--- config.mk ---
export PLATFORM = sky130hd
export DESIGN_NAME = duty_search_top
export DESIGN_NICKNAME = d
export VERILOG_FILES = /design/src/rtl/dse_pkg.sv /design/src/rtl/dse_timer.sv /design/src/rtl/dse_adjuster.sv /design/src/rtl/dse_ctrl.sv /design/src/rtl/duty_search_top.sv
export SDC_FILE = /design/constraint.sdc
export NUM_CORES = 1
export LEC_CHECK = 0
export BUFFER_PORTS_ARGS = -buffer_cell sky130_fd_sc_hd__buf_2
export CORE_MARGIN = 1
export CORE_UTILIZATION = 59
export DETAILED_ROUTE_END_ITERATION = 16
export HOLD_SLACK_MARGIN = 0.05
export MAX_ROUTING_LAYER = met4
export PLACE_DENSITY = 0.94
export SYNTH_ARGS = -nofsm -noshare
export SYNTH_HDL_FRONTEND = slang
export SYNTH_SLANG_ARGS = --single-unit
--- constraint.sdc ---
create_clock -name clk -period 4.35 [get_ports clk]
set_input_delay 0.87 -clock clk [delete_from_list [all_inputs] [get_ports clk]]
set_output_delay 0.87 -clock clk [all_outputs]
set_load 0.03 [all_outputs]
--- src/rtl/dse_pkg.sv ---
package dse_pkg;

  typedef enum logic [1:0] {
    ST_IDLE,
    ST_SEED,
    ST_PROBE,
    ST_GAP
  } dse_state_e;

  function automatic int unsigned dse_max2(input int unsigned a, input int unsigned b);
    return (a > b) ? a : b;
  endfunction

endpackage

--- src/rtl/dse_timer.sv ---
module dse_timer #(
  parameter int unsigned CW = 5
) (
  input  logic          clk,
  input  logic          rst_n,
  input  logic          load_i,
  input  logic [CW-1:0] load_val_i,
  output logic          zero_o
);

  logic [CW-1:0] cnt_q, cnt_d;

  always_comb begin
    cnt_d = cnt_q;
    if (load_i)
      cnt_d = load_val_i;
    else if (cnt_q != '0)
      cnt_d = cnt_q - 1'b1;
  end

  always_ff @(posedge clk or negedge rst_n) begin
    if (!rst_n) cnt_q <= '0;
    else        cnt_q <= cnt_d;
  end

  assign zero_o = (cnt_q == '0);

  // a freshly loaded wait is never seen as expired on the next cycle unless loaded with 0
  a_r4_timer_load: assert property (@(posedge clk) disable iff (!rst_n)
    (load_i && load_val_i != '0) |=> !zero_o);

endmodule

--- src/rtl/dse_adjuster.sv ---
module dse_adjuster #(
  parameter int unsigned AW = 8
) (
  input  logic          clk,
  input  logic          rst_n,
  input  logic          load_i,
  input  logic [AW-1:0] seed_i,
  input  logic          side_i,
  input  logic          step_i,
  input  logic          down_i,
  output logic [AW-1:0] code_o,
  output logic          side_o,
  output logic          at_top_o,
  output logic          at_bot_o
);

  localparam logic [AW-1:0] CODE_MAX = {AW{1'b1}};

  logic [AW-1:0] code_q, code_d;
  logic          side_q, side_d;

  always_comb begin
    code_d = code_q;
    side_d = side_q;
    if (load_i) begin
      code_d = seed_i;
      side_d = side_i;
    end else if (step_i) begin
      code_d = down_i ? (code_q - 1'b1) : (code_q + 1'b1);
    end
  end

  always_ff @(posedge clk or negedge rst_n) begin
    if (!rst_n) begin
      code_q <= '0;
      side_q <= 1'b0;
    end else begin
      code_q <= code_d;
      side_q <= side_d;
    end
  end

  assign code_o   = code_q;
  assign side_o   = side_q;
  assign at_top_o = (code_q == CODE_MAX);
  assign at_bot_o = (code_q == '0);

  // outside a seed load the code moves by at most one per cycle
  a_r4_unit_step: assert property (@(posedge clk) disable iff (!rst_n)
    !load_i |=> (code_q == $past(code_q) ||
                 code_q == $past(code_q) + 1'b1 ||
                 code_q == $past(code_q) - 1'b1));

  // a step never wraps past a rail
  a_r6_no_wrap: assert property (@(posedge clk) disable iff (!rst_n)
    (!load_i && step_i && down_i && code_q == '0) |=> 1'b0);

endmodule

--- src/rtl/dse_ctrl.sv ---
module dse_ctrl
  import dse_pkg::*;
#(
  parameter int unsigned AW         = 8,
  parameter int unsigned CW         = 5,
  parameter int unsigned SETTLE_CYC = 20,
  parameter int unsigned GAP_CYC    = 20
) (
  input  logic          clk,
  input  logic          rst_n,
  input  logic          start_i,
  input  logic          cmp_i,
  input  logic          tmr_zero_i,
  input  logic          at_top_i,
  input  logic          at_bot_i,
  input  logic [AW-1:0] code_i,
  output logic          ld_seed_o,
  output logic          step_o,
  output logic          down_o,
  output logic          tmr_load_o,
  output logic [CW-1:0] tmr_val_o,
  output logic          busy_o,
  output logic          done_o,
  output logic          fail_o,
  output logic [AW-1:0] result_o
);

  localparam logic [CW-1:0] SETTLE_LD = CW'(SETTLE_CYC - 1);
  localparam logic [CW-1:0] GAP_LD    = CW'(GAP_CYC - 1);

  dse_state_e    state_q, state_d;
  logic          dir_q, dir_d;
  logic          done_q, done_d;
  logic          fail_q, fail_d;
  logic [AW-1:0] result_q, result_d;
  logic          rail_now;

  always_comb begin
    state_d    = state_q;
    dir_d      = dir_q;
    done_d     = 1'b0;
    fail_d     = fail_q;
    result_d   = result_q;
    ld_seed_o  = 1'b0;
    step_o     = 1'b0;
    down_o     = dir_q;
    tmr_load_o = 1'b0;
    tmr_val_o  = SETTLE_LD;
    rail_now   = 1'b0;

    unique case (state_q)
      ST_IDLE: begin
        if (start_i) begin
          ld_seed_o  = 1'b1;
          tmr_load_o = 1'b1;
          tmr_val_o  = SETTLE_LD;
          state_d    = ST_SEED;
        end
      end

      ST_SEED: begin
        if (tmr_zero_i) begin
          dir_d    = cmp_i;
          down_o   = cmp_i;
          rail_now = cmp_i ? at_bot_i : at_top_i;
          if (rail_now) begin
            done_d   = 1'b1;
            fail_d   = 1'b1;
            result_d = code_i;
            state_d  = ST_IDLE;
          end else begin
            step_o     = 1'b1;
            tmr_load_o = 1'b1;
            tmr_val_o  = SETTLE_LD;
            state_d    = ST_PROBE;
          end
        end
      end

      ST_PROBE: begin
        if (tmr_zero_i) begin
          rail_now = dir_q ? at_bot_i : at_top_i;
          if (rail_now) begin
            done_d   = 1'b1;
            fail_d   = 1'b1;
            result_d = code_i;
            state_d  = ST_IDLE;
          end else if (cmp_i == !dir_q) begin
            done_d   = 1'b1;
            fail_d   = 1'b0;
            result_d = code_i;
            state_d  = ST_IDLE;
          end else begin
            tmr_load_o = 1'b1;
            tmr_val_o  = GAP_LD;
            state_d    = ST_GAP;
          end
        end
      end

      ST_GAP: begin
        if (tmr_zero_i) begin
          step_o     = 1'b1;
          tmr_load_o = 1'b1;
          tmr_val_o  = SETTLE_LD;
          state_d    = ST_PROBE;
        end
      end

      default: state_d = ST_IDLE;
    endcase
  end

  always_ff @(posedge clk or negedge rst_n) begin
    if (!rst_n) begin
      state_q  <= ST_IDLE;
      dir_q    <= 1'b0;
      done_q   <= 1'b0;
      fail_q   <= 1'b0;
      result_q <= '0;
    end else begin
      state_q  <= state_d;
      dir_q    <= dir_d;
      done_q   <= done_d;
      fail_q   <= fail_d;
      result_q <= result_d;
    end
  end

  assign busy_o   = (state_q != ST_IDLE);
  assign done_o   = done_q;
  assign fail_o   = fail_q;
  assign result_o = result_q;

  // done lasts one cycle
  a_r8_done_pulse: assert property (@(posedge clk) disable iff (!rst_n)
    done_q |=> !done_q);

  // outcome registers move only together with done
  a_r8_hold: assert property (@(posedge clk) disable iff (!rst_n)
    !done_q |-> ($stable(result_q) && $stable(fail_q)));

  // a failing search always ends on a rail code
  a_r6_fail_on_rail: assert property (@(posedge clk) disable iff (!rst_n)
    (done_q && fail_q) |-> (result_q == '0 || result_q == {AW{1'b1}}));

  // a successful search never reports the rail in its own direction
  a_r5_success_off_rail: assert property (@(posedge clk) disable iff (!rst_n)
    (done_q && !fail_q) |-> (result_q != (dir_q ? {AW{1'b0}} : {AW{1'b1}})));

  // a busy engine stays busy until it reports done
  a_r9_no_restart: assert property (@(posedge clk) disable iff (!rst_n)
    (busy_o && start_i && !tmr_zero_i) |=> busy_o);

endmodule

--- src/rtl/duty_search_top.sv ---
module duty_search_top #(
  parameter int unsigned ADJ_W      = 8,
  parameter int unsigned SETTLE_CYC = 20,
  parameter int unsigned GAP_CYC    = 20
) (
  input  logic             clk,
  input  logic             rst_n,
  input  logic             start_i,
  input  logic [ADJ_W-1:0] seed_i,
  input  logic             side_i,
  input  logic             cmp_i,
  output logic [ADJ_W-1:0] adj_o,
  output logic             corr_en_o,
  output logic             side_o,
  output logic             busy_o,
  output logic             done_o,
  output logic             fail_o,
  output logic [ADJ_W-1:0] result_o
);

  localparam int unsigned WAIT_MAX = dse_pkg::dse_max2(SETTLE_CYC, GAP_CYC);
  localparam int unsigned CW       = $clog2(WAIT_MAX + 1);

  logic          ld_seed, step, down, tmr_load, tmr_zero, at_top, at_bot;
  logic [CW-1:0] tmr_val;

  dse_timer #(.CW(CW)) u_timer (
    .clk        (clk),
    .rst_n      (rst_n),
    .load_i     (tmr_load),
    .load_val_i (tmr_val),
    .zero_o     (tmr_zero)
  );

  dse_adjuster #(.AW(ADJ_W)) u_adj (
    .clk      (clk),
    .rst_n    (rst_n),
    .load_i   (ld_seed),
    .seed_i   (seed_i),
    .side_i   (side_i),
    .step_i   (step),
    .down_i   (down),
    .code_o   (adj_o),
    .side_o   (side_o),
    .at_top_o (at_top),
    .at_bot_o (at_bot)
  );

  dse_ctrl #(
    .AW         (ADJ_W),
    .CW         (CW),
    .SETTLE_CYC (SETTLE_CYC),
    .GAP_CYC    (GAP_CYC)
  ) u_ctrl (
    .clk        (clk),
    .rst_n      (rst_n),
    .start_i    (start_i),
    .cmp_i      (cmp_i),
    .tmr_zero_i (tmr_zero),
    .at_top_i   (at_top),
    .at_bot_i   (at_bot),
    .code_i     (adj_o),
    .ld_seed_o  (ld_seed),
    .step_o     (step),
    .down_o     (down),
    .tmr_load_o (tmr_load),
    .tmr_val_o  (tmr_val),
    .busy_o     (busy_o),
    .done_o     (done_o),
    .fail_o     (fail_o),
    .result_o   (result_o)
  );

  assign corr_en_o = busy_o;

  // an accepted start loads the seed and side and raises busy
  a_r2_launch: assert property (@(posedge clk) disable iff (!rst_n)
    (start_i && !busy_o) |=> (busy_o && corr_en_o &&
                              adj_o == $past(seed_i) && side_o == $past(side_i)));

  // side select is frozen during a search
  a_r9_side_frozen: assert property (@(posedge clk) disable iff (!rst_n)
    (busy_o && $past(busy_o)) |-> $stable(side_o));

endmodule

# --- Yosys cells after proc, flatten, opt, wreduce, memory -nomap -nowiden ---
# Index checks and enable logic that the tools add are counted.
totals:
  ff_bits: 27
  input_bits: 13
classes:
  add_sub_neg: 3
  n_eq_ne: 11
  n_mux: 46
  reduce_logical: 12
ops:
  columns: ["cell", "count"]
  rows:
  - ["8-bit two-way mux", 8]
  - ["1-bit two-way mux", 22]
  - ["8-bit case mux with 2 select lines", 1]
  - ["5-bit two-way mux", 3]
  - ["2-bit two-way mux", 7]
  - ["8-bit by 1-bit adder with 8-bit output, second input constant", 1]
  - ["8-bit equality test, second input constant", 1]
  - ["8-bit logical NOT", 1]
  - ["2-bit inequality test, second input constant", 4]
  - ["2-bit case mux with 4 select lines", 1]
  - ["2-bit nonzero test", 4]
  - ["8-bit by 1-bit subtractor with 8-bit output, second input constant", 1]
  - ["1-bit case mux with 2 select lines", 3]
  - ["5-bit logical NOT", 1]
  - ["5-bit AND reduction", 1]
  - ["5-bit nonzero test", 1]
  - ["5-bit by 1-bit subtractor with 5-bit output, second input constant", 1]
  - ["2-bit equality test, second input constant", 2]
  - ["1-bit case mux with 4 select lines", 1]
  - ["4-bit AND reduction", 1]
  - ["4-bit OR reduction", 1]
  - ["3-bit by 1-bit inequality test with 1-bit output, second input constant", 1]
  - ["2-bit by 1-bit equality test with 1-bit output, second input constant", 1]
  - ["2-bit logical NOT", 1]
  - ["other kinds (3)", 3]

# --- Logic depth before layout (Yosys ltp) ---
depth:
  depth_word: 7
  depth_mapped: 13
  mapped_depth_nobuf: 13

# --- Modules after synthesis ---
# From an unflattened synthesis, not the netlist that was laid out.
unflattened:
  hier_cells: 188
  hier_area_um2: 1815.5
modules_own_cells:
  columns: ["module", "instances", "cells_per_inst", "area_per_inst_um2", "seq_area_each_um2"]
  rows:
  - ["dse_adjuster", 1, 91, 777.0, 225.2]
  - ["dse_ctrl", 1, 69, 752.0, 325.3]
  - ["dse_timer", 1, 27, 279.0, 125.1]
  - ["duty_search_top", 1, 1, 7.5, 0.0]

# --- Worst setup path before layout ---
# Ideal clock, no wire load.
synth_timing:
  path_type: "reg2reg"
  start: "register u_timer.cnt_q[0]"
  end: "register u_adj.code_q[7], in the netlist u_adj.code_o[7]"
  setup_time_ns: 0.082
  arrival_ns: 2.890
  t_required_ns: 4.268
  path_slack_ns: 1.378
  path_stages_with_launch: 14
  n_path_buf: 0
  period_less_slack_ns: 2.972
  path_cell_list: "dfrtp_1 -> inv_1 -> ha_1 -> nor4b_4 -> a21oi_1 -> a31oi_2 -> inv_1 -> ha_1 -> nand3_1 -> o211ai_1 -> o41ai_4 -> xnor2_1 -> or3_1 -> a31oi_1"
synth_between:
  elab_chain_cells: 6
  word_cells_on_any_way: 10
  cone_classes: "mux (8); reduce/logical (2)"
synth_lines:
  columns: ["element", "line_no", "text"]
  rows:
  - ["start: declaration", "dse_timer.sv:11", "logic [CW-1:0] cnt_q, cnt_d;"]
  - ["start signal: assignment", "dse_timer.sv:23", "else cnt_q <= cnt_d;"]
  - ["5-bit logical NOT", "dse_timer.sv:26", "assign zero_o = (cnt_q == '0);"]
  - ["1-bit two-way mux", "dse_ctrl.sv:62", "if (tmr_zero_i) begin"]
  - ["1-bit two-way mux", null, null]
  - ["net down", "duty_search_top.sv:24", "logic ld_seed, step, down, tmr_load, tmr_zero, at_top, at_bot;"]
  - ["8-bit two-way mux", "dse_adjuster.sv:29", "code_d = down_i ? (code_q - 1'b1) : (code_q + 1'b1);"]
  - ["8-bit two-way mux", "dse_adjuster.sv:28", "end else if (step_i) begin"]
  - ["8-bit two-way mux", "dse_adjuster.sv:25", "if (load_i) begin"]
  - ["end signal: assignment", "dse_adjuster.sv:38", "code_q <= code_d;"]
  - ["end: declaration", "dse_adjuster.sv:19", "logic [AW-1:0] code_q, code_d;"]
# The timed path passes the listed nets, and every way through them passes these cells. The select of a mux whose other input is x is not followed.
# A chain may end at the register's enable or synchronous reset.

# --- Final worst setup path ---
# Ends and elaborated chain as after synthesis.

==> qor.tcl <==
set qor(period_needed_ps) 3370
set qor(worst_endpoint_required_time_ps) 4620
set qor(core_um2) 2830
set qor(dr_pass1_iterations) 10
set qor(path_max_fanout) 9
set qor(grt_antenna_before_repair) 0
set qor(synth_seq_area_share_pct) 37.3
set qor(arrival_ps) 3640
set qor(fin_cells) 242
set qor(critical_path.cell_chain) {inv_1 > ha_1 > nor4b_4 > a21oi_1 > a31oi_2 > inv_1 > ha_1 > nand3_1 > o211ai_1 > o41ai_4 > xnor2_1 > or3_1 > a31oi_1}
set qor(violations) {DRC}
set qor(critical-path-max-stage-delay_ps) 430
set qor(first_global_vias) 1432
set qor(postSynthAreaPerCell_um2) 10.2
set qor(grt_use_total_pct) 27.3
set qor(grt_setup_unrepaired) {no}
set qor(max_slew_margin_pct) 60.2
set qor(synthesis_warning_total) 0
set qor(crit_path_top_delay_cell) {sky130_fd_sc_hd__dfrtp_1}
set qor(dp_worst_setup_slack_ps) 1030
set qor(clock.fmax_ghz) 0.297
set qor(most_common_cell_after_layout_fill_and_taps_aside) {sky130_fd_sc_hd__buf_2}
set qor(port_buffers) 33
set qor(floorplan.die_area_um2) 3290
set qor(path_delay_family) {compound AO/OA/AOI/OAI gates}
set qor(end_kind) {flop}
set qor(postSynthNetCount) 206
set qor(ctsHtreeMaxLevel) 1
set qor(ys_ff_latch) 27
set qor(first_pass_grt_wire_length_um) 6650
set qor(worst_clock_skew_ps) 8.62
set qor(mappedNetlistArea_um2) 1810
set qor(cts_root_buf) {sky130_fd_sc_hd__clkbuf_4}
set qor(detail_route.wl_per_cell_um) 16.1
set qor(row_count) 19
set qor(postCtsSetupBuffers) 0
set qor(finalWirelength_um) 3890
set qor(totalNegativeSetupSlack_ps) 0
set qor(critical_path_cell_count) 13
set qor(reg2reg_depth) 13
set qor(crit_path_launch_type) {flop}
set qor(horizontal_die_dimension_um) 57.4
set qor(ratio_of_cells_with_drive_above_1_in_the_final_layout_pct) 26.1
set qor(worstHoldPathType) {input port to asynchronous set/reset pin}
set qor(maximum_number_of_pins_on_one_net_before_global_route_repair) 28
set qor(clock_sinks) 27
set qor(fin_nets) 240
set qor(worst_slew_pin_slew_ps) 597
set qor(final_critical_path_setup_slack_ps) 982
set qor(routed_via_density) 6.19
set qor(maxSlewViolCount) 0
set qor(post_synth_num_cell_types) 42
set qor(flow.area_growth_from_synthesis_pct) 10.6
set qor(post-place-cells) 238
set qor(grt_remaining_overflow) 0
set qor(chipHeight_um) 57.4
set qor(dr_total_vias) 1499
set qor(cts_max_path_buffers) 2
set qor(worst_setup_hold_path_clk_slew_ps) 150
set qor(routed_antenna_nets) 0
set qor(most-common-layout-cells) {sky130_fd_sc_hd__buf_2 (33), sky130_fd_sc_hd__dfrtp_1 (27), sky130_fd_sc_hd__nand2_1 (19), sky130_fd_sc_hd__ha_1 (14)}
set qor(drc) 3
set qor(place_congestion) 0.876
set qor(dr.first_iter.drc_count) 45
set qor(path_buf_inv) 2
set qor(finalHoldViolCount) 0
set qor(post_cts.resized_instances) 0
set qor(detailedPlacementHpwl_um) 2950
set qor(max-cap-violations) 0
set qor(number_of_inserted_diodes) 0
set qor(clock_latency_ps) 340
set qor(numCtsBuffers) 3
set qor(setup_viol) 0
set qor(worstSetupPathType) {flop to flop}
set qor(hold_buffers) 0
set qor(post_synth_inst_count) 178
set qor(status) {finished, violations left}
set qor(post-route-period-util_pct) 77.4
set qor(start_util_pct) 64.0
set qor(tritoncts_clock_tree) {built}
set qor(design.portCount) 34
metrics by stage:
stage               utilization, %  cell area, um2  hold WS, ps
global route                  70.7            2000          544
finish                        70.7            2000          508
CTS                           70.7            2000          526
floorplan                        -            1810          481
global placement              69.7            1970          486
detailed placement            69.7            1970          489
layout make-up:
cell class              count  area, um2
clock buffers               3       22.5
repair buffers             33        165
inverters                  10       37.5
flip-flops and latches     27        676
fillers                   207        828
multi-input cells         137       1060
clock inverters             1       5.00
well taps                  31       38.8
sequential cells by signal (all words and copies together), names as in the netlist:
register	cells
u_ctrl.result_o	8
u_adj.code_o	8
u_ctrl.state_q	2
u_adj.side_o	1
u_ctrl.done_o	1
u_ctrl.dir_q	1
u_ctrl.fail_o	1
u_timer.cnt_q	5
final timing paths:
kind	startpoint	end	slack (ps)
min in group clk	u_ctrl.result_o[1]	u_ctrl.result_o[1]	520
min reg2reg	u_ctrl.result_o[1]	u_ctrl.result_o[1]	520
max	u_timer.cnt_q[0]	u_adj.code_o[7]	980
max reg2reg	u_timer.cnt_q[0]	u_adj.code_o[7]	980
max in group asynchronous	rst_n	u_adj.side_o	3440
min	rst_n	u_ctrl.result_o[6]	510
layer usage:
| metal | track usage (%) | wire, um |
|---|---|---|
| met5 | - | 0 |
| met3 | 2.95 | 203 |
| met4 | 10.1 | 64 |
| met1 | 36.4 | 1730 |
| met2 | 43.0 | 1900 |
cell usage after synthesis, drive strengths merged:
library cell | count | area share, %
fa | 1 | 1.1
nor3 | 3 | 0.83
a22o | 1 | 0.48
a311oi | 1 | 0.48
a31oi | 9 | 3.8
or3 | 2 | 0.69
o22ai | 3 | 1.0
o21bai | 1 | 0.42
dlymetal6s2s | 1 | 0.69
o31ai | 1 | 0.42
inv | 10 | 2.1
dfrtp | 27 | 37
a31o | 1 | 0.48
ha | 14 | 9.7
o41ai | 1 | 1.5
nand3 | 6 | 1.7
and3 | 1 | 0.35
a21oi | 13 | 3.6
nor4 | 2 | 1.4
nand2b | 1 | 0.35
nand3b | 1 | 0.42
nand2 | 19 | 3.9
buf | 2 | 1.0
dlygate4sd1 | 1 | 0.48
mux2i | 1 | 0.55
mux2 | 11 | 8.7
and4 | 2 | 1.1
nor2 | 13 | 2.7
xnor2 | 7 | 3.4
a211oi | 3 | 1.2
o211ai | 3 | 1.2
a221oi | 1 | 0.48
a21o | 2 | 0.83
and2 | 3 | 1.0
a211o | 2 | 0.97
nor4b | 2 | 1.8
o21ai | 6 | 1.7
logic make-up (layout without fill, tap and decap cells):
| group | count (synthesis) | in the layout | synth area share, % |
|---|---|---|---|
| flip-flops | 27 | 27 | 37.3 |
| buffers and inverters | 14 | 47 | 4.29 |
| AO/OA/AOI/OAI | 48 | 48 | 18.7 |
| AND/OR/NAND/NOR | 55 | 55 | 16.3 |
| multiplexers | 12 | 12 | 9.27 |
| XOR/XNOR | 7 | 7 | 3.39 |
| adder cells (fa/ha/maj) | 15 | 15 | 10.8 |
Power is not shown: default switching activity piles up to over one toggle a cycle in this logic, so the estimate is an artifact.
